$ cat src/rtl/dsr_pkg.sv
package dsr_pkg;
  localparam int ADDR_W     = 21;
  localparam int DATA_W     = 32;
  localparam int DATA_LO    = ADDR_W;            // 21
  localparam int CTRL_LO    = ADDR_W + DATA_W;   // 53
  localparam int BUS_REGION = CTRL_LO + 3;       // 56

  localparam logic REG_CFG  = 1'b0;
  localparam logic REG_KEEP = 1'b1;

  typedef enum logic { BUS16 = 1'b0, BUS32 = 1'b1 } bus_mode_e;

  function automatic logic [BUS_REGION-1:0] bus_group_mask(input bus_mode_e mode);
    logic [BUS_REGION-1:0] m;
    m = '1;
    if (mode == BUS16) m[DATA_LO+DATA_W-1 : DATA_LO+16] = '0;
    else               m[1:0] = '0;
    return m;
  endfunction
endpackage

$ cat src/rtl/dsr_cfg_regs.sv
module dsr_cfg_regs
  import dsr_pkg::*;
(
  input  logic       clk_i,
  input  logic       rst_ni,
  input  logic       wr_en_i,
  input  logic       wr_addr_i,
  input  logic [1:0] wr_data_i,
  input  logic       stby_i,
  input  logic       enter_i,
  output logic       ram_boot_o,
  output logic       bus_keep_o,
  output logic       io_keep_o,
  output logic       cfg_err_o,
  output logic       keep_clr_o
);
  logic ram_boot_q, bus_keep_q, io_keep_q, err_q;
  logic wr_ok, cfg_wr, illegal;

  assign wr_ok      = wr_en_i && !stby_i;
  assign cfg_wr     = wr_ok && (wr_addr_i == REG_CFG);
  assign illegal    = wr_data_i[1] && !wr_data_i[0];
  assign keep_clr_o = wr_ok && (wr_addr_i == REG_KEEP) && !wr_data_i[0] && io_keep_q;

  always_ff @(posedge clk_i or negedge rst_ni) begin
    if (!rst_ni) begin
      ram_boot_q <= 1'b0;
      bus_keep_q <= 1'b0;
      err_q      <= 1'b0;
    end else if (cfg_wr) begin
      if (illegal) err_q <= 1'b1;
      else begin
        ram_boot_q <= wr_data_i[0];
        bus_keep_q <= wr_data_i[1];
      end
    end
  end

  always_ff @(posedge clk_i or negedge rst_ni) begin
    if (!rst_ni)         io_keep_q <= 1'b0;
    else if (enter_i)    io_keep_q <= 1'b1;
    else if (keep_clr_o) io_keep_q <= 1'b0;
  end

  assign ram_boot_o = ram_boot_q;
  assign bus_keep_o = bus_keep_q;
  assign io_keep_o  = io_keep_q;
  assign cfg_err_o  = err_q;

  assert_cfg_legal_R5: assert property (@(posedge clk_i) disable iff (!rst_ni)
    !(bus_keep_q && !ram_boot_q));

  assert_reject_keeps_cfg_R5: assert property (@(posedge clk_i) disable iff (!rst_ni)
    (cfg_wr && illegal) |=> ($stable(ram_boot_q) && $stable(bus_keep_q) && err_q));

  assert_keep_write1_noop_R8: assert property (@(posedge clk_i) disable iff (!rst_ni)
    (wr_ok && wr_addr_i == REG_KEEP && wr_data_i[0] && !enter_i) |=> $stable(io_keep_q));

  assert_err_sticky_R5: assert property (@(posedge clk_i) disable iff (!rst_ni)
    err_q |=> err_q);
endmodule

$ cat src/rtl/dsr_hold_ctrl.sv
module dsr_hold_ctrl (
  input  logic clk_i,
  input  logic rst_ni,
  input  logic stby_enter_i,
  input  logic stby_exit_i,
  input  logic ram_boot_i,
  input  logic bus_keep_i,
  input  logic keep_clr_i,
  output logic enter_o,
  output logic stby_o,
  output logic bus_hold_o,
  output logic gen_hold_o,
  output logic wake_o,
  output logic boot_ram_o
);
  logic stby_q, bus_hold_q, gen_hold_q, wake_q, boot_ram_q, exit_ok;

  assign enter_o = stby_enter_i && !stby_q;
  assign exit_ok = stby_exit_i && stby_q;

  always_ff @(posedge clk_i or negedge rst_ni) begin
    if (!rst_ni) begin
      stby_q     <= 1'b0;
      bus_hold_q <= 1'b0;
      gen_hold_q <= 1'b0;
      wake_q     <= 1'b0;
      boot_ram_q <= 1'b0;
    end else begin
      wake_q <= exit_ok;
      if (enter_o) begin
        stby_q     <= 1'b1;
        bus_hold_q <= 1'b1;
        gen_hold_q <= 1'b1;
      end else if (exit_ok) begin
        stby_q     <= 1'b0;
        boot_ram_q <= ram_boot_i;
        if (!bus_keep_i) bus_hold_q <= 1'b0;
      end else if (keep_clr_i) begin
        bus_hold_q <= 1'b0;
        gen_hold_q <= 1'b0;
      end
    end
  end

  assign stby_o     = stby_q;
  assign bus_hold_o = bus_hold_q;
  assign gen_hold_o = gen_hold_q;
  assign wake_o     = wake_q;
  assign boot_ram_o = boot_ram_q;

  assert_enter_holds_R3: assert property (@(posedge clk_i) disable iff (!rst_ni)
    enter_o |=> (stby_q && bus_hold_q && gen_hold_q));

  assert_exit_frees_bus_R6: assert property (@(posedge clk_i) disable iff (!rst_ni)
    (exit_ok && !bus_keep_i) |=> (!bus_hold_q && gen_hold_q));

  assert_exit_keeps_bus_R7: assert property (@(posedge clk_i) disable iff (!rst_ni)
    (exit_ok && bus_keep_i) |=> bus_hold_q);

  assert_gen_release_on_clear_R9: assert property (@(posedge clk_i) disable iff (!rst_ni)
    $fell(gen_hold_q) |-> $past(keep_clr_i));

  assert_wake_single_R11: assert property (@(posedge clk_i) disable iff (!rst_ni)
    wake_q |=> !wake_q);
endmodule

$ cat src/rtl/dsr_pin_hold.sv
module dsr_pin_hold #(
  parameter int W = 8
) (
  input  logic         clk_i,
  input  logic         rst_ni,
  input  logic         capture_i,
  input  logic [W-1:0] hold_i,
  input  logic [W-1:0] func_out_i,
  input  logic [W-1:0] func_oe_i,
  output logic [W-1:0] pad_out_o,
  output logic [W-1:0] pad_oe_o
);
  logic [W-1:0] lat_out_q, lat_oe_q;

  always_ff @(posedge clk_i or negedge rst_ni) begin
    if (!rst_ni) begin
      lat_out_q <= '0;
      lat_oe_q  <= '0;
    end else if (capture_i) begin
      lat_out_q <= func_out_i;
      lat_oe_q  <= func_oe_i;
    end
  end

  for (genvar i = 0; i < W; i++) begin : g_pin
    assign pad_out_o[i] = hold_i[i] ? lat_out_q[i] : func_out_i[i];
    assign pad_oe_o[i]  = hold_i[i] ? lat_oe_q[i]  : func_oe_i[i];
  end

  assert_held_pads_frozen_R2: assert property (@(posedge clk_i) disable iff (!rst_ni)
    ((hold_i & $past(hold_i) & ((pad_out_o ^ $past(pad_out_o)) | (pad_oe_o ^ $past(pad_oe_o)))) == '0));
endmodule

$ cat src/rtl/pin_retention_ctrl.sv
module pin_retention_ctrl
  import dsr_pkg::*;
#(
  parameter int GEN_W = 8,
  localparam int PIN_W = BUS_REGION + GEN_W
) (
  input  logic             clk_i,
  input  logic             rst_ni,
  input  logic             bus_mode_i,
  input  logic             wr_en_i,
  input  logic             wr_addr_i,
  input  logic [1:0]       wr_data_i,
  input  logic             stby_enter_i,
  input  logic             stby_exit_i,
  input  logic [PIN_W-1:0] func_out_i,
  input  logic [PIN_W-1:0] func_oe_i,
  output logic [PIN_W-1:0] pad_out_o,
  output logic [PIN_W-1:0] pad_oe_o,
  output logic             stby_o,
  output logic             wake_o,
  output logic             boot_ram_o,
  output logic             ram_boot_o,
  output logic             bus_keep_o,
  output logic             io_keep_o,
  output logic             cfg_err_o
);
  logic enter, keep_clr, bus_hold, gen_hold;
  logic [BUS_REGION-1:0] bus_mask;
  logic [PIN_W-1:0] hold;

  dsr_cfg_regs i_cfg (
    .clk_i, .rst_ni, .wr_en_i, .wr_addr_i, .wr_data_i,
    .stby_i(stby_o), .enter_i(enter),
    .ram_boot_o, .bus_keep_o, .io_keep_o, .cfg_err_o,
    .keep_clr_o(keep_clr)
  );

  dsr_hold_ctrl i_ctrl (
    .clk_i, .rst_ni, .stby_enter_i, .stby_exit_i,
    .ram_boot_i(ram_boot_o), .bus_keep_i(bus_keep_o), .keep_clr_i(keep_clr),
    .enter_o(enter), .stby_o, .bus_hold_o(bus_hold), .gen_hold_o(gen_hold),
    .wake_o, .boot_ram_o
  );

  assign bus_mask = bus_group_mask(bus_mode_e'(bus_mode_i));

  for (genvar i = 0; i < PIN_W; i++) begin : g_hold
    if (i < BUS_REGION) begin : g_bus_region
      assign hold[i] = bus_mask[i] ? bus_hold : gen_hold;
    end else begin : g_general
      assign hold[i] = gen_hold;
    end
  end

  dsr_pin_hold #(.W(PIN_W)) i_pins (
    .clk_i, .rst_ni, .capture_i(enter), .hold_i(hold),
    .func_out_i, .func_oe_i, .pad_out_o, .pad_oe_o
  );

  assert_keep_tracks_gen_R9: assert property (@(posedge clk_i) disable iff (!rst_ni)
    (!stby_o && gen_hold) |-> io_keep_o);

  assert_no_write_in_stby_R12: assert property (@(posedge clk_i) disable iff (!rst_ni)
    (stby_o && !stby_exit_i) |=> ($stable(ram_boot_o) && $stable(bus_keep_o) && io_keep_o));
endmodule

$ cat config.mk
export PLATFORM = sky130hd
export DESIGN_NAME = pin_retention_ctrl
export DESIGN_NICKNAME = d
export VERILOG_FILES = /design/src/rtl/dsr_pkg.sv /design/src/rtl/dsr_cfg_regs.sv /design/src/rtl/dsr_hold_ctrl.sv /design/src/rtl/dsr_pin_hold.sv /design/src/rtl/pin_retention_ctrl.sv
export SDC_FILE = /design/constraint.sdc
export NUM_CORES = 1
export LEC_CHECK = 0
export CAP_MARGIN = 20
export CORE_UTILIZATION = 35
export DETAILED_ROUTE_END_ITERATION = 10
export PLACE_DENSITY = 0.68
export SYNTH_ARGS = -nofsm -noshare
export SYNTH_HDL_FRONTEND = slang
export SYNTH_SLANG_ARGS = --single-unit
$ cat constraint.sdc
create_clock -name clk_i -period 1.8 [get_ports clk_i]
set_input_delay 0.36 -clock clk_i [delete_from_list [all_inputs] [get_ports clk_i]]
set_output_delay 0.36 -clock clk_i [all_outputs]
set_load 0.05 [all_outputs]
==> results by group <==
Layout
  – Commonest non-fill, non-tap cell in the layout: nand2_1
  – # diodes: 0
  – Fill cell count: around 1600
  – Most frequent cells in the layout: nand2_1, dfrtp_1, clkdlybuf4s50_1
  – Layout Nets: about 1100
  – Area grow syn2layout: 64.27%
  – Non-Filler Instances: ~1300
  – Layout cell share with drive strength beyond 1: 0.3353

Logic synthesis
  – Synthesized area per cell: roughly 9.5 µm²
  – FF+latch count, synth: ~140
  – Sequential area share after synthesis: 0.5026
  – Syn Inst Count: between 700 and 800
  – Cell area after synthesis: around 6800 µm²
  – Unique masters post-synth: 21
  – Synth Net Count: 852
  – Number of synthesis warnings: 0

Worst setup path
  – CP startpoint kind: register
  – Crit path required time: 1.44 ns
  – WS Path Type: register to primary output
  – Worst r2r src: i_ctrl.stby_o$_DFFE_PN0P_
  – Worst EP arrival: around 1.9 ns
  – Crit Path Max Fanout: 12
  – Reg2reg path depth: 4
  – Critical path endpoint category: primary output
  – Critical path origin: i_ctrl.bus_hold_o$_DFFE_PN0P_
  – End of the worst register-to-register path: i_pins.lat_out_q[39]$_DFFE_PN0P_
  – R2R setup slack: between 0.4 and 0.5 ns

Drt
  – Iter 0 DRT Violations: 186
  – Routed wire length: just under 20000 µm
  – DR WL/cell: between 15 and 20 µm
  – Total iterations of the first detailed-routing run: 6
  – DRC viols: 0
  – Routed vias: 5811
  – Drt via density: 4.561
  – Routed Antenna Nets: 0

Timing
  – Post-route setup slack: -0.4379 ns
  – Worst-Margin Slew: 0.4168 ns
  – Layout Skew: approximately 0.0095 ns
  – Fmax: 446.8 MHz
  – Period Utilization, post-route: 1.243
  – Count of final max-slew check failures: 0
  – Setup violators final: between 100 and 150
  – Setup TNS: -45.23 ns
  – Hold violation count in the final report: 0
  – RSZ-0062 raised after global routing: yes
  – Final min period: approximately 2.2 ns
  – Worst slew margin: 0.7221

Placed design
  – DP Wirelength: ~13000 µm
  – Placed cells: approximately 1200
  – IO buf count: between 200 and 300
  – GPL Wtd Cong: approximately 0.78

Die
  – Die area: between 20000 and 25000 µm²
  – Die width: between 100 and 150 µm
  – Starting Density: 0.3611
  – FP Rows: 50
  – Core ar.: ~19000 µm²
  – Die Y: around 140 µm
  – IO Pins: 272

Power
  – NetSw: just over 7 mW
  – Combinational share of power: 0.546
  – Power density over the cells: about 1600 nW/µm²
  – Sw frac: 0.4112
  – Leak pwr: between 5 and 6 nW
  – Clock share of power: 0.214
  – Seq pwr share: 0.240
  – Internal: slightly above 10 mW
  – Peak supply drop: approximately 0.00081 V

CTS
  – Clk slew on worst S/H paths: ~0.060 ns
  – CTS Buf Count: 17
  – CTS tree: yes
  – Sink Count: about 140
  – Clk_lat worst skew: between 0.4 and 0.5 ns
  – Clk buf depth: 2
  – Root Buffer: clkbuf_16
  – H-tree lvl count: 4

Global route
  – Initial antenna violation count: 0
  – GRT met3 Usage: 0.06311
  – Grt met2 use: 0.3417
  – Vias in the first global route: about 6100
  – GRT met1 Usage: 0.2443
  – Maximum number of pins on one net before global-route repair: around 70
  – Tot GR Track Use: 0.2009
  – Most used routing layer: met2
  – GR Overflow Total: 0
  – First-pass GRT wire length: roughly 31000 µm

Flow run
  – Total of max-cap violations: 0

Outcome
  – Outcome: finished with violations
  – Failing checks: setup timing

Worst hold path
  – Hold WC Path Type: primary input to async pin
logic make-up after synthesis:
family / count (synthesis) / share of synthesized area
buffers and inverters: 46 / 0.03650
muxes: 131 / 0.2342
and+or+nand+nor: 393 / 0.2183
AOI/OAI and AO/OA: 8 / 0.008438
DFF: 137 / 0.5026
critical path: stages, from the launching register on:
cell,delay (ns)
dfrtp_4,0.45
buf_4,0.20
buf_12,0.15
buf_12,0.14
mux2_2,0.36
buf_6,0.16
power by group through the flow:
stage / logic, mW / registers, mW / clock network, mW
detailed placement: 8.44 / 4.26 / 0
CTS: 9.52 / 4.23 / 3.87
floorplan: 5.79 / 4.25 / 0
global placement: 8.36 / 4.26 / 0
finish: 9.61 / 4.23 / 3.77
global route: 10.1 / 4.32 / 4.01
worst max path at each step:
stage                    endpoint  slack [ns]  cells past startpoint
finish               pad_oe_o[32]       -0.44                      5
global route         pad_oe_o[52]       -0.50                      5
CTS                   pad_oe_o[1]       -0.46                      5
detailed placement  pad_out_o[47]       -0.55                      5
global placement     pad_oe_o[46]       -0.53                      5
floorplan            pad_oe_o[37]        0.11                      4
per-layer routing:
metal	vias up	part of all wire	wire length, µm
li1	2860	-	-
met1	2745	0.43	8463
met2	182	0.49	9530
met3	24	0.066	1290
met4	0	0.017	324
met5	-	0	0
per-stage QoR:
step           instance area, µm²  setup slack (ns)  utilization  hold WS (ns)  power, mW
2_1_floorplan                6822            0.1071            -       0.06441      10.04
3_3_place_gp                 9762           -0.5295       0.5167        0.3097      12.62
3_5_place_dp                 9762           -0.5452       0.5167        0.3121      12.70
4_1_cts                     11090           -0.4567       0.5872        0.4462      17.62
5_1_grt                     11210           -0.5031       0.5931        0.4707      18.40
6_report                    11210           -0.4379       0.5931        0.4450      17.60
synth_stat cells:
master | count | area [µm²]
a21o_1 | 3 | 22.52
a21oi_1 | 2 | 10.01
a22o_1 | 1 | 8.760
a31o_2 | 1 | 8.760
buf_2 | 34 | 170.2
buf_4 | 3 | 22.52
buf_6 | 3 | 33.78
clkbuf_1 | 3 | 11.26
dfrtp_1 | 137 | 3428
inv_1 | 3 | 11.26
mux2_2 | 99 | 1115
mux2_4 | 30 | 450.4
mux2i_1 | 1 | 10.01
mux2i_4 | 1 | 22.52
nand2_1 | 386 | 1449
nand2b_1 | 1 | 6.260
nand3_1 | 1 | 5.000
nor2_1 | 2 | 7.510
nor2b_1 | 1 | 6.260
nor3b_1 | 2 | 15.01
o21a_1 | 1 | 7.510
state kept, by name, indices dropped and copies added, names as in the netlist:
name and cells:
i_ctrl.stby_o 1, i_pins.lat_out_q 64, i_cfg.io_keep_o 1, i_ctrl.bus_hold_o 1, i_ctrl.gen_hold_o 1, i_cfg.bus_keep_o 1, i_cfg.ram_boot_o 1, i_cfg.cfg_err_o 1
i_ctrl.wake_o 1, i_pins.lat_oe_q 64, i_ctrl.boot_ram_o 1
layout make-up:
cell class,instances,area [µm²],share of cell area
multi-input cells,532,3206,0.2861
flip-flops and latches,137,3433,0.3064
well taps,260,325.3,0.02903
clock inverters,10,165.2,0.01474
clock buffers,22,474.2,0.04232
inverters,3,11.26,0.001005
repair buffers,310,3591,0.3205
what timing repair did:
item	in CTS	in global routing
setup endpoints to repair	128	128
gates cloned	3	2
setup buffers	5	4
endpoints found under the hold margin	37	0
gates resized for setup	154	12
hold buffers	1	0
(Power assumes the default switching activity.)
